[src/rtl/fwd_win_pkg.sv]
package fwd_win_pkg;

    localparam int ADDR_W  = 32;
    localparam int CFG_W   = 6;
    localparam int OFS_W   = 19;
    localparam int NUM_WIN = 4;

    // positions inside the configuration field
    localparam int CFG_SUSPEND = 0;
    localparam int CFG_WR_EN   = 4;
    localparam int CFG_PIN     = 5;

    typedef struct packed {
        logic [ADDR_W-1:0] lo;
        logic [ADDR_W-1:0] hi;
        logic [2:0]        en_bit;
    } win_t;

    // inclusive address ranges and the config bit gating each
    localparam win_t WIN_TABLE [NUM_WIN] = '{
        '{lo: 32'hFFFE_0000, hi: 32'hFFFF_FFFF, en_bit: 3'd1},
        '{lo: 32'h000E_0000, hi: 32'h000F_FFFF, en_bit: 3'd1},
        '{lo: 32'hFFEE_0000, hi: 32'hFFEF_FFFF, en_bit: 3'd2},
        '{lo: 32'hFFF8_0000, hi: 32'hFFFE_FFFF, en_bit: 3'd3}
    };

    typedef enum logic [1:0] {
        V_NONE   = 2'd0,
        V_READ   = 2'd1,
        V_WRITE  = 2'd2,
        V_REJECT = 2'd3
    } verdict_t;

    typedef enum logic [1:0] {
        S_IDLE      = 2'd0,
        S_READ_FWD  = 2'd1,
        S_WRITE_FWD = 2'd2,
        S_REJECT    = 2'd3
    } state_t;

endpackage

[src/rtl/fwd_win_match.sv]
module fwd_win_match
    import fwd_win_pkg::*;
#(
    parameter int AW = ADDR_W,
    parameter int NW = NUM_WIN
) (
    input  logic [AW-1:0] addr,
    output logic [NW-1:0] in_win
);
    for (genvar i = 0; i < NW; i++) begin : g_win
        assign in_win[i] = (addr >= WIN_TABLE[i].lo[AW-1:0]) &&
                           (addr <= WIN_TABLE[i].hi[AW-1:0]);
    end
endmodule

[src/rtl/fwd_win_gate.sv]
module fwd_win_gate
    import fwd_win_pkg::*;
#(
    parameter int NW = NUM_WIN,
    parameter int CW = CFG_W
) (
    input  logic          strb,
    input  logic          wr,
    input  logic [NW-1:0] in_win,
    input  logic [CW-1:0] cfg,
    output verdict_t      verdict
);
    logic [NW-1:0] win_on;
    logic          any_win;
    logic          allowed;

    for (genvar i = 0; i < NW; i++) begin : g_en
        assign win_on[i] = in_win[i] & cfg[WIN_TABLE[i].en_bit];
    end

    assign any_win = |win_on;
    assign allowed = any_win && !cfg[CFG_SUSPEND] && (!wr || cfg[CFG_WR_EN]);

    always_comb begin
        if (!strb)
            verdict = V_NONE;
        else if (!allowed)
            verdict = V_REJECT;
        else if (wr)
            verdict = V_WRITE;
        else
            verdict = V_READ;
    end
endmodule

[src/rtl/fwd_win_decoder.sv]
module fwd_win_decoder
    import fwd_win_pkg::*;
#(
    parameter int AW = ADDR_W,
    parameter int CW = CFG_W,
    parameter int OW = OFS_W
) (
    input  logic          clk,
    input  logic          rst_n,
    input  logic          cyc_strb,
    input  logic          cyc_wr,
    input  logic [AW-1:0] cyc_addr,
    input  logic [CW-1:0] cfg_bits,
    output logic          fwd_hit,
    output logic          fwd_wr_ok,
    output logic [OW-1:0] fwd_ofs,
    output logic          cs_route
);
    logic [NUM_WIN-1:0] in_win;
    verdict_t           verdict;
    state_t             state_q, state_d;
    logic [OW-1:0]      ofs_q;
    logic               pin_q;

    fwd_win_match #(.AW(AW), .NW(NUM_WIN)) u_match (
        .addr   (cyc_addr),
        .in_win (in_win)
    );

    fwd_win_gate #(.NW(NUM_WIN), .CW(CW)) u_gate (
        .strb    (cyc_strb),
        .wr      (cyc_wr),
        .in_win  (in_win),
        .cfg     (cfg_bits),
        .verdict (verdict)
    );

    always_comb begin
        unique case (verdict)
            V_NONE:   state_d = S_IDLE;
            V_READ:   state_d = S_READ_FWD;
            V_WRITE:  state_d = S_WRITE_FWD;
            V_REJECT: state_d = S_REJECT;
            default:  state_d = S_IDLE;
        endcase
    end

    always_ff @(posedge clk) begin
        if (!rst_n) begin
            state_q <= S_IDLE;
            ofs_q   <= '0;
            pin_q   <= 1'b0;
        end else begin
            state_q <= state_d;
            if (cyc_strb) begin
                ofs_q <= cyc_addr[OW-1:0];
                pin_q <= cfg_bits[CFG_PIN];
            end
        end
    end

    always_comb begin
        fwd_hit   = 1'b0;
        fwd_wr_ok = 1'b0;
        fwd_ofs   = '0;
        cs_route  = 1'b0;
        unique case (state_q)
            S_IDLE, S_REJECT: ;
            S_READ_FWD: begin
                fwd_hit  = 1'b1;
                fwd_ofs  = ofs_q;
                cs_route = pin_q;
            end
            S_WRITE_FWD: begin
                fwd_hit   = 1'b1;
                fwd_wr_ok = 1'b1;
                fwd_ofs   = ofs_q;
                cs_route  = pin_q;
            end
            default: ;
        endcase
    end
endmodule

[config.mk]
export PLATFORM = sky130hd
export DESIGN_NAME = fwd_win_decoder
export DESIGN_NICKNAME = d
export VERILOG_FILES = /design/src/rtl/fwd_win_pkg.sv /design/src/rtl/fwd_win_match.sv /design/src/rtl/fwd_win_gate.sv /design/src/rtl/fwd_win_decoder.sv
export SDC_FILE = /design/constraint.sdc
export NUM_CORES = 1
export LEC_CHECK = 0
export ABC_AREA = 1
export ABC_CLOCK_PERIOD_IN_PS = 3400
export BUFFER_PORTS_ARGS = -buffer_cell sky130_fd_sc_hd__buf_4
export CELL_PAD_IN_SITES_DETAIL_PLACEMENT = 0
export CELL_PAD_IN_SITES_GLOBAL_PLACEMENT = 1
export CORE_MARGIN = 1.5
export CORE_UTILIZATION = 29
export CTS_CLUSTER_DIAMETER = 50
export CTS_CLUSTER_SIZE = 12
export DETAILED_ROUTE_END_ITERATION = 8
export GPL_TIMING_DRIVEN = 0
export PLACE_DENSITY_LB_ADDON = 0.1
export SYNTH_ARGS = -nofsm -noshare
export SYNTH_HDL_FRONTEND = slang
export SYNTH_SLANG_ARGS = --single-unit
[constraint.sdc]
create_clock -name clk -period 3.4 [get_ports clk]
set_input_delay 0.51 -clock clk [delete_from_list [all_inputs] [get_ports clk]]
set_output_delay 0.51 -clock clk [all_outputs]
set_load 0.05 [all_outputs]
==> results.ini, run 1 <==
[yosys]
synth_top_area_share=0.412
yosysWarnings=0
synth_nets=206
netlist_area_um2=1070
syn_inst=163
yosysSeqAreaShare=0.412
synthDistinctLibCells=16
synth_area_leader_cell=dfxtp_1
avgSynthCellArea_um2=6.56
ys_seq_elements=22
synthTopCellsByArea=dfxtp_1 (41%), nor2_1 (11%), inv_1 (10%)

[grt]
grt_pass1_wl_mm=5.05
grt_max_degree=12
grt_use_total=0.155
overflow=0
antenna_found_initial=0
grt_pass1_vias=1233

[sta]
finalWorstSetupSlack_ns=1.25
worst_slew_pin_slew_ns=0.499
clock.fmax_mhz=465
finalHoldViolations=0
skew_ns=0
rsz0062_at_grt=false
period_share=0.632
slew_headroom=0.667
tns_ns=0
setup_viol=0
period_needed_ns=2.15
whs_ns=0.458
final_max_slew_viol_count=0

[cts]
htreeDepth=1
clock_sinks=22
postCtsSetupBuffers=0
cts_resized=0
hold_buffers=0
cts_tree=yes
cts_inserted_buffers=3
cts-root-buf=clkbuf_8
clk_latency_ns=0.26
clock_path_buffers=2
path_clk_slew_ns=0.08

[worst_hold_path]
holdPathStages=2
hp-class=reg -> reg
holdPathEnd=ofs_q[3]
min_from=ofs_q[3]

[job]
max-cap-violations=0

[power]
power_leakage_nw=0.817
power_density_nw_per_um2=375
ir_worst_vdd_mv=0.140
finalPower_mw=0.615

[setup_path]
path_delay_family=buffers and inverters
crit_slowest_cell=clkbuf_1
crit_start=state_q[0]
crit_required_ns=2.89
crit_fanout=10
cp.arrival_ns=1.64
cp_slowest_stage_delay_ns=0.41
r2r_slack_ns=2.84
r2r_end=ofs_q[13]
criticalPathCategory=reg -> out
reg2reg_depth=2
end_kind=output port
reg2reg_from=ofs_q[13]
critPathLaunchType=flip-flop
crit_chain=inv_1 -> ha_1 -> clkbuf_1 -> nor2_1 -> buf_4
crit_buf_inv=3

[place]
hpwlAfterDp_mm=2.32
io_buffers=63
gp_congestion=0.717
post-place-ws_ns=1.51

[detailed_routing]
ant_nets=0
drt-initial-drc-count=33
vias=1217
drc_errors=0
first_pass_iters=4
post_drt_wl_per_cell_um=10.3
routed_wirelength_mm=2.83
vias_per_cell=4.43

[final_layout]
antenna_cells=0
nets=274
areaGrowthSynthToFinish_pct=53.4
drive_gt1_frac=0.314
n_fill_cell=363

[run_status]
status=finished, final reports clean

[die]
initial_utilization=0.311
ioPinCount=64
die_w_um=63.7
design.core.area_um2=3440
num_rows=21
die_h_um=63.7
die-area_um2=4060

[registers in the layout, summed over array words and instances, names as in the netlist]
name and count:
state_q 2, pin_q 1, ofs_q 19
[cells by family after synthesis]
kind of cell | count (synthesis) | share of synthesized area
DFF | 22 | 0.412
adders and majority gates | 1 | 0.0117
buffers and inverters | 38 | 0.133
AOI/OAI and AO/OA | 41 | 0.194
and+or+nand+nor | 61 | 0.249
[synth_stat cells]
cell type / instances
dfxtp_1: 22
nand2_1: 16
nand4_1: 2
nand3_2: 1
nor2_2: 3
ha_1: 1
inv_1: 29
a21boi_0: 1
clkbuf_1: 8
nor2_1: 30
a21oi_1: 20
nor2_4: 1
o21ai_1: 20
nand3_1: 7
inv_2: 1
and2_0: 1
[layout by cell type (no fill, tap or decap), drive strengths merged]
| cell type | count |
|---|---|
| a21oi | 20 |
| ha | 1 |
| buf | 63 |
| nor2 | 34 |
| a21boi | 1 |
| o21ai | 20 |
| nand3 | 8 |
| and2 | 1 |
| dfxtp | 22 |
| nand2 | 16 |
| inv | 30 |
| nand4 | 2 |
| clkbuf | 11 |
[stage by stage]
stage | utilization | instances | area, um^2
final | 0.477 | 275 | 1640
after global routing | 0.477 | 275 | 1640
after CTS | 0.477 | 275 | 1640
after detailed placement | 0.465 | 272 | 1600
after global placement | 0.465 | 272 | 1600
after floorplan | - | 163 | 1070
[power by group]
part | total, mW | internal, mW | leakage (nW) | switching (mW)
combinational | 0.179 | 0.0687 | 0.612 | 0.110
sequential | 0.279 | 0.275 | 0.183 | 0.00419
clock | 0.157 | 0.0789 | 0.0216 | 0.0783
total | 0.615 | 0.423 | 0.817 | 0.193
[routing by layer]
layer,global-route usage,wire [um],vias to the layer above
met5,0,0,-
met4,0.0571,27,0
met3,0.0282,176,2
met2,0.288,1470,37
met1,0.176,1160,539
li1,-,-,639
[worst max-delay path by stage]
stage                       endpoint  cells past startpoint  slack (ns)
after floorplan             cs_route                      4        1.39
after global placement    fwd_ofs[9]                      5        1.52
after detailed placement  fwd_ofs[5]                      5        1.51
after CTS                 fwd_ofs[5]                      5        1.20
after global routing        cs_route                      5        1.08
final                     fwd_ofs[5]                      5        1.25
[area by class of cell]
class / count / area (um^2) / area share
multi-input cells: 103 / 487 / 0.296
clock buffers: 3 / 41.3 / 0.0252
well taps: 46 / 57.6 / 0.0351
repair buffers: 63 / 473 / 0.288
inverters: 30 / 113 / 0.0686
plain buffers: 8 / 30.0 / 0.0183
flip-flops and latches: 22 / 440 / 0.268
[worst register-to-register path: cells and delay by family (launching register included)]
kind,cells,cell delay (ns)
DFF,1,0.32
AOI/OAI and AO/OA,1,0.14
buffers and inverters,1,0.04
(Power assumes the default switching activity.)
==> inputs of run 2 (changes only) <==
--- a/config.mk
+++ b/config.mk
@@ -5,13 +5,13 @@
 export SDC_FILE = /design/constraint.sdc
 export NUM_CORES = 1
 export LEC_CHECK = 0
-export ABC_AREA = 1
-export ABC_CLOCK_PERIOD_IN_PS = 3400
+export ABC_AREA = 0
+export ABC_CLOCK_PERIOD_IN_PS = 2100
 export BUFFER_PORTS_ARGS = -buffer_cell sky130_fd_sc_hd__buf_4
 export CELL_PAD_IN_SITES_DETAIL_PLACEMENT = 0
 export CELL_PAD_IN_SITES_GLOBAL_PLACEMENT = 1
 export CORE_MARGIN = 1.5
-export CORE_UTILIZATION = 29
+export CORE_UTILIZATION = 30
 export CTS_CLUSTER_DIAMETER = 50
 export CTS_CLUSTER_SIZE = 12
 export DETAILED_ROUTE_END_ITERATION = 8
==> constraint.sdc (replaced) <==
create_clock -name clk -period 2.1 [get_ports clk]
set_input_delay 0.315 -clock clk [delete_from_list [all_inputs] [get_ports clk]]
set_output_delay 0.315 -clock clk [all_outputs]
set_load 0.05 [all_outputs]
==> run 2 against run 1 <==
Hold slack got worse by 0.22 ns. First-iteration DRC count is 61% lower. Sequential share of layout area about the same. Clock skew stayed put. Register-to-register slack got worse by 1.3 ns. Utilization increased by 0.67 points. Largest cell class is now multi-input combinational cells. Synthesized cell count decreased by 31%.
==> results.ini, run 2 <==
[run_status]
status=finished, final reports clean

[power]
netSwitchingPower_mw=0.265  ; +38%
power_leakage_nw=0.788  ; -3.4%
seq_power_share=0.484  ; +0.030
p_sw_frac=0.284  ; -0.0285
combPwrFrac=0.274  ; -0.017
internal_power_mw=0.667  ; +58%
p_clk_frac=0.242  ; -0.013
ir_worst_vdd_mv=0.231  ; +66%
power_density_nw_per_um2=569  ; +52%

[final_layout]
areaGrowthSynthToFinish_pct=52.1
fin_cells=225  ; -18%
drive_gt1_frac=0.413  ; +0.0990
top_register=ofs_q
largest_reg_flops=19  ; unchanged
utilization=0.484  ; +0.00666
design_area_um2=1640  ; -0.15%
nets=223  ; -19%
antenna_cells=0  ; unchanged
layout_common_cells=buf_4 (64), nor2b_1 (40), dfxtp_1 (22)
top_regs=ofs_q (19), state_q (2), pin_q (1)
layout_commonest_cell=buf_4

[yosys]
yosysWarnings=0  ; unchanged
netlist_area_um2=1080  ; +0.70%
async_flop_share=0  ; unchanged
avgSynthCellArea_um2=9.53  ; +45%
ys.flop_type=dfxtp_1
synth_common_cells=nor2b_1 (40), dfxtp_1 (22), mux2i_1 (21), clkbuf_1 (4)
yosysSeqAreaShare=0.409  ; -0.00287
yosysMostFrequentCell=nor2b_1
synthTopCellsByArea=dfxtp_1 (41%), nor2b_1 (23%), mux2i_1 (20%)
synth_area_leader_cell=dfxtp_1
syn_inst=113  ; -31%
ys_seq_elements=22  ; unchanged
synth_top_area_share=0.409  ; -0.00287
synthDistinctLibCells=20  ; +4
synth_nets=156  ; -24%
synth-edff-count=0  ; unchanged

[grt]
grt_pass1_wl_mm=4.06  ; -20%
antenna_found_initial=0  ; unchanged
overflow=0  ; unchanged
grt_max_degree=13  ; +1
grt_use_total=0.126  ; -0.0297
grt_pass1_vias=976  ; -21%

[place]
hpwlAfterDp_mm=1.94  ; -16%
gp_congestion=0.719  ; +0.36%
placed_cells=221  ; -19%
io_buffers=62  ; -1.6%
postPlaceCellArea_um2=1600  ; unchanged

[setup_path]
crit_required_ns=1.78  ; -1.11 ns
crit_fanout=10  ; unchanged
crit_slowest_cell=dfxtp_1
cp_slowest_stage_delay_ns=0.33  ; -0.08 ns
end_kind=output port
cp.arrival_ns=1.56  ; -0.08 ns
crit_chain=inv_1 -> ha_1 -> clkbuf_2 -> nor2b_1 -> buf_4
criticalPathCategory=reg -> out
critPathLaunchType=flip-flop

[die]
ioPinCount=64  ; unchanged
die_h_um=62.9  ; -1.3%
die-area_um2=3960  ; -2.5%
initial_utilization=0.318  ; +0.00703
num_rows=21  ; unchanged
design.core.area_um2=3390  ; -1.5%
die_w_um=62.9  ; -1.3%

[sta]
worst_slew_pin_slew_ns=0.324  ; -0.176 ns
rsz0062_at_grt=false
slew_headroom=0.784  ; +0.117
final_max_slew_viol_count=0  ; unchanged
setup_viol=0  ; unchanged
tns_ns=0  ; unchanged
period_needed_ns=1.88
clock.fmax_mhz=533
finalHoldViolations=0  ; unchanged
period_share=0.894
skew_ns=0  ; unchanged

[detailed_routing]
routed_wirelength_mm=2.37  ; -16%
vias_per_cell=4.33  ; -2.2%
drt-initial-drc-count=13  ; -61%
drc_errors=0  ; unchanged
vias=974  ; -20%
first_pass_iters=3  ; -1
ant_nets=0  ; unchanged
post_drt_wl_per_cell_um=10.6  ; +2.4%

[cts]
clock_sinks=22  ; unchanged
htreeDepth=1  ; unchanged
cts_inserted_buffers=3  ; unchanged
cts-root-buf=clkbuf_4
clock_path_buffers=2  ; unchanged
cts_tree=yes
clk_latency_ns=0.29  ; +0.03 ns
path_clk_slew_ns=0.12  ; +0.04 ns

[worst_hold_path]
hp-class=in -> reg

[job]
max-cap-violations=0  ; unchanged

## run 2: changes by cell type after synthesis, sizes merged, moves of 2 or more
cell    delta
a21oi     -18
buf        +2
clkbuf     -3
inv       -28
mux2i     +21
nand2     -14
nand3      -5
nor2      -31
nor2b     +40
nor4       +2
o21ai     -20
## run 2: final cells by class
cell class	count	area (um^2)
Inverter	2	7.51
Multi-Input combinational cell	82	594
Fill cell	350	1750
Buffer	7	37.5
Tap cell	46	57.6
Sequential cell	22	440
Timing Repair Buffer	62	465
Clock buffer	4	36.3
## run 2: final timing paths
check,to,cells after the start,slack (ns),startpoint
worst max-delay path,fwd_ofs[4],5,0.22,state_q[0]
worst min-delay path,ofs_q[4],2,0.24,rst_n
worst min register to register,ofs_q[7],2,0.52,ofs_q[7]
worst max register to register,ofs_q[1],2,1.49,ofs_q[1]
## run 2: logic make-up after synthesis
| kind of cell | share of synthesized area |
|---|---|
| and+or+nand+nor | 0.314 |
| DFF | 0.409 |
| muxes | 0.195 |
| buffers and inverters | 0.0395 |
| AOI/OAI and AO/OA | 0.0314 |
| adders and majority gates | 0.0116 |
## run 2: per-stage QoR
step / total power, mW / hold slack, ns / setup slack (ns)
global route: 0.987 / 0.228 / 0.0842
finish: 0.933 / 0.240 / 0.222
floorplan: 0.610 / 0.443 / 0.248
detailed placement: 0.720 / 0.494 / 0.381
global placement: 0.716 / 0.487 / 0.419
CTS: 0.950 / 0.230 / 0.0277
## run 2: worst max-delay path: cells and delay by family, from the launching register on
family                   cells  cell delay, ns
buffers and inverters        3            0.47
flip-flops                   1            0.33
adder cells (fa/ha/maj)      1            0.31
AND/OR/NAND/NOR              1            0.16
## run 2: what timing repair did
item | in CTS | in global routing
gates resized for setup | 0 | 4
setup endpoints to repair | 0 | 14
hold buffers | 0 | 0
setup buffers | 0 | 0
## run 2: power by group through the flow
stage	Clock [mW]	Sequential, mW	Combinational (mW)
after global placement	0	0.460	0.256
after detailed placement	0	0.461	0.259
after floorplan	0	0.458	0.152
after global routing	0.255	0.455	0.278
after CTS	0.239	0.452	0.259
final	0.225	0.452	0.256
## run 2: routing by layer
metal  up-vias  global-route usage  share of wire
li1        508                   -              -
met1       431               0.151           0.45
met2        33               0.218           0.48
met3         2              0.0306          0.062
met4         0              0.0417         0.0097
met5         -                   0              0
==> inputs of run 3 (changes only) <==
--- a/config.mk
+++ b/config.mk
@@ -8,15 +8,13 @@
 export ABC_AREA = 0
 export ABC_CLOCK_PERIOD_IN_PS = 2100
 export BUFFER_PORTS_ARGS = -buffer_cell sky130_fd_sc_hd__buf_4
-export CELL_PAD_IN_SITES_DETAIL_PLACEMENT = 0
-export CELL_PAD_IN_SITES_GLOBAL_PLACEMENT = 1
 export CORE_MARGIN = 1.5
-export CORE_UTILIZATION = 30
+export CORE_UTILIZATION = 42
 export CTS_CLUSTER_DIAMETER = 50
 export CTS_CLUSTER_SIZE = 12
 export DETAILED_ROUTE_END_ITERATION = 8
 export GPL_TIMING_DRIVEN = 0
-export PLACE_DENSITY_LB_ADDON = 0.1
+export PLACE_DENSITY = 0.78
 export SYNTH_ARGS = -nofsm -noshare
 export SYNTH_HDL_FRONTEND = slang
 export SYNTH_SLANG_ARGS = --single-unit
==> run 3 against run 2 <==
First-iteration DRC count down 23%. Sequential share of layout area up 0.082 points. Via count up 4.5%. Power is 11% higher. Utilization up 18 points. Final cell count is 7.1% lower. Die area decreased by 27%. Sequential power barely moved. Clock-buffer cell count shrank 1. Largest cell class unchanged. Highest routed layer unchanged.
==> results.ini, run 3 (same netlist as run 2, synthesis figures left out) <==
[run_status]
status=finished, final reports clean

[detailed_routing]
vias_per_cell=4.87  ; +13%
ant_nets=0  ; unchanged
post_drt_wl_per_cell_um=12.7  ; +20%
first_pass_iters=4  ; +1
vias=1018  ; +4.5%
routed_wirelength_mm=2.65  ; +12%
drt-initial-drc-count=10  ; -3
drc_errors=0  ; unchanged

[place]
hpwlAfterDp_mm=2.10  ; +8.4%
gp_congestion=0.649  ; -9.8%
placed_cells=205  ; -7.2%
io_buffers=62  ; unchanged

[setup_path]
cp.arrival_ns=1.67  ; +0.11 ns
end_kind=output port
crit_required_ns=1.78  ; about the same
critPathLaunchType=flip-flop
crit_fanout=10  ; unchanged
criticalPathCategory=reg -> out

[final_layout]
areaGrowthSynthToFinish_pct=51.7
antenna_cells=0  ; unchanged
top_regs=ofs_q (19), state_q (2), pin_q (1)
drive_gt1_frac=0.408  ; -0.00559
fin_cells=209  ; -7.1%
layout_commonest_cell=buf_4
nets=223  ; unchanged
largest_reg_flops=19  ; unchanged
layout_common_cells=buf_4 (64), nor2b_1 (40), dfxtp_1 (22)
top_register=ofs_q

[power]
finalPower_mw=1.03  ; +11%
p_clk_frac=0.311  ; +0.069
internal_power_mw=0.754  ; +13%
seq_power_share=0.438  ; -0.046
power_density_nw_per_um2=631  ; +11%
p_sw_frac=0.269  ; -0.0155
ir_worst_vdd_mv=0.414  ; +79%
combPwrFrac=0.251  ; -0.023
netSwitchingPower_mw=0.277  ; +4.6%
power_leakage_nw=0.793  ; +0.52%

[sta]
period_share=0.943  ; +0.0492
skew_ns=0  ; unchanged
setup_viol=0  ; unchanged
rsz0062_at_grt=false
clock.fmax_mhz=505  ; -5.2%
period_needed_ns=1.98  ; +0.103 ns
tns_ns=0  ; unchanged
finalHoldViolations=0  ; unchanged
slew_headroom=0.694  ; -0.0906
worst_slew_pin_slew_ns=0.460  ; +0.136 ns
final_max_slew_viol_count=0  ; unchanged

[cts]
hold_buffers=0  ; unchanged
cts_resized=0  ; unchanged
postCtsSetupBuffers=0  ; unchanged
cts-root-buf=clkbuf_4
clock_path_buffers=2  ; unchanged
clock_sinks=22  ; unchanged
cts_inserted_buffers=3  ; unchanged
cts_tree=yes
clk_latency_ns=0.30  ; about the same
path_clk_slew_ns=0.13  ; about the same
htreeDepth=1  ; unchanged

[grt]
grt_use_total=0.191  ; +0.0651
overflow=0  ; unchanged
grt_max_degree=14  ; +1
grt_pass1_wl_mm=4.02  ; -1.2%
grt_pass1_vias=972  ; -0.41%
antenna_found_initial=0  ; unchanged

[die]
die_h_um=53.6  ; -15%
die-area_um2=2880  ; -27%
num_rows=18  ; -14%
design.core.area_um2=2450  ; -28%
ioPinCount=64  ; unchanged
initial_utilization=0.439  ; +0.121
die_w_um=53.6  ; -15%

[job]
max-cap-violations=0  ; unchanged

[worst_hold_path]
hp-class=in -> reg

## run 3: cell types whose count changed in the layout (fill, tap and decap cells not counted)
cell       change
bufinv_16      +1
clkbuf_1       +1
clkbuf_8       -1
clkbuf_2       -1
## run 3: worst paths after layout
kind              cells past startpoint        from  slack [ns]          end
setup / recovery                      5  state_q[0]        0.12  fwd_ofs[13]
hold / removal                        2       rst_n        0.24     ofs_q[4]
setup reg to reg                      2   ofs_q[17]        1.48    ofs_q[17]
hold reg to reg                       2   ofs_q[12]        0.52    ofs_q[12]
## run 3: stage by stage
step / hold slack [ns] / utilization / setup WS, ns / instance area, um^2
2_1_floorplan: 0.443 / - / 0.248 / 1080
3_3_place_gp: 0.487 / 0.644 / 0.473 / 1580
3_5_place_dp: 0.500 / 0.644 / 0.440 / 1580
4_1_cts: 0.226 / 0.665 / 0.0926 / 1630
5_1_grt: 0.248 / 0.666 / 0.0116 / 1630
6_report: 0.241 / 0.666 / 0.119 / 1630
## run 3: final cells by class
cell class	instances	area, um^2
Multi-Input combinational cell	82	594
Clock buffer	3	22.5
Tap cell	30	37.5
Buffer	7	36.3
Timing Repair Buffer	62	465
Clock inverter	1	30.0
Fill cell	214	821
Inverter	2	7.51
Sequential cell	22	440
## run 3: routing by layer
layer,vias up,part of all wire,global-route usage
li1,511,-,-
met1,473,0.37,0.217
met2,32,0.57,0.362
met3,2,0.056,0.0361
met4,0,0.0034,0.0470
met5,-,0,0
## run 3: worst max-delay path: stages (launching register included)
cell and delay [ns]:
dfxtp_1 0.33, inv_1 0.04, ha_1 0.30, clkbuf_1 0.38, nor2b_1 0.11, buf_4 0.21
## run 3: power groups by stage
stage,Sequential (mW),Clock (mW),Combinational [mW]
after floorplan,0.458,0,0.152
after global placement,0.460,0,0.252
after detailed placement,0.461,0,0.259
after CTS,0.452,0.332,0.260
after global routing,0.455,0.348,0.277
final,0.452,0.321,0.259
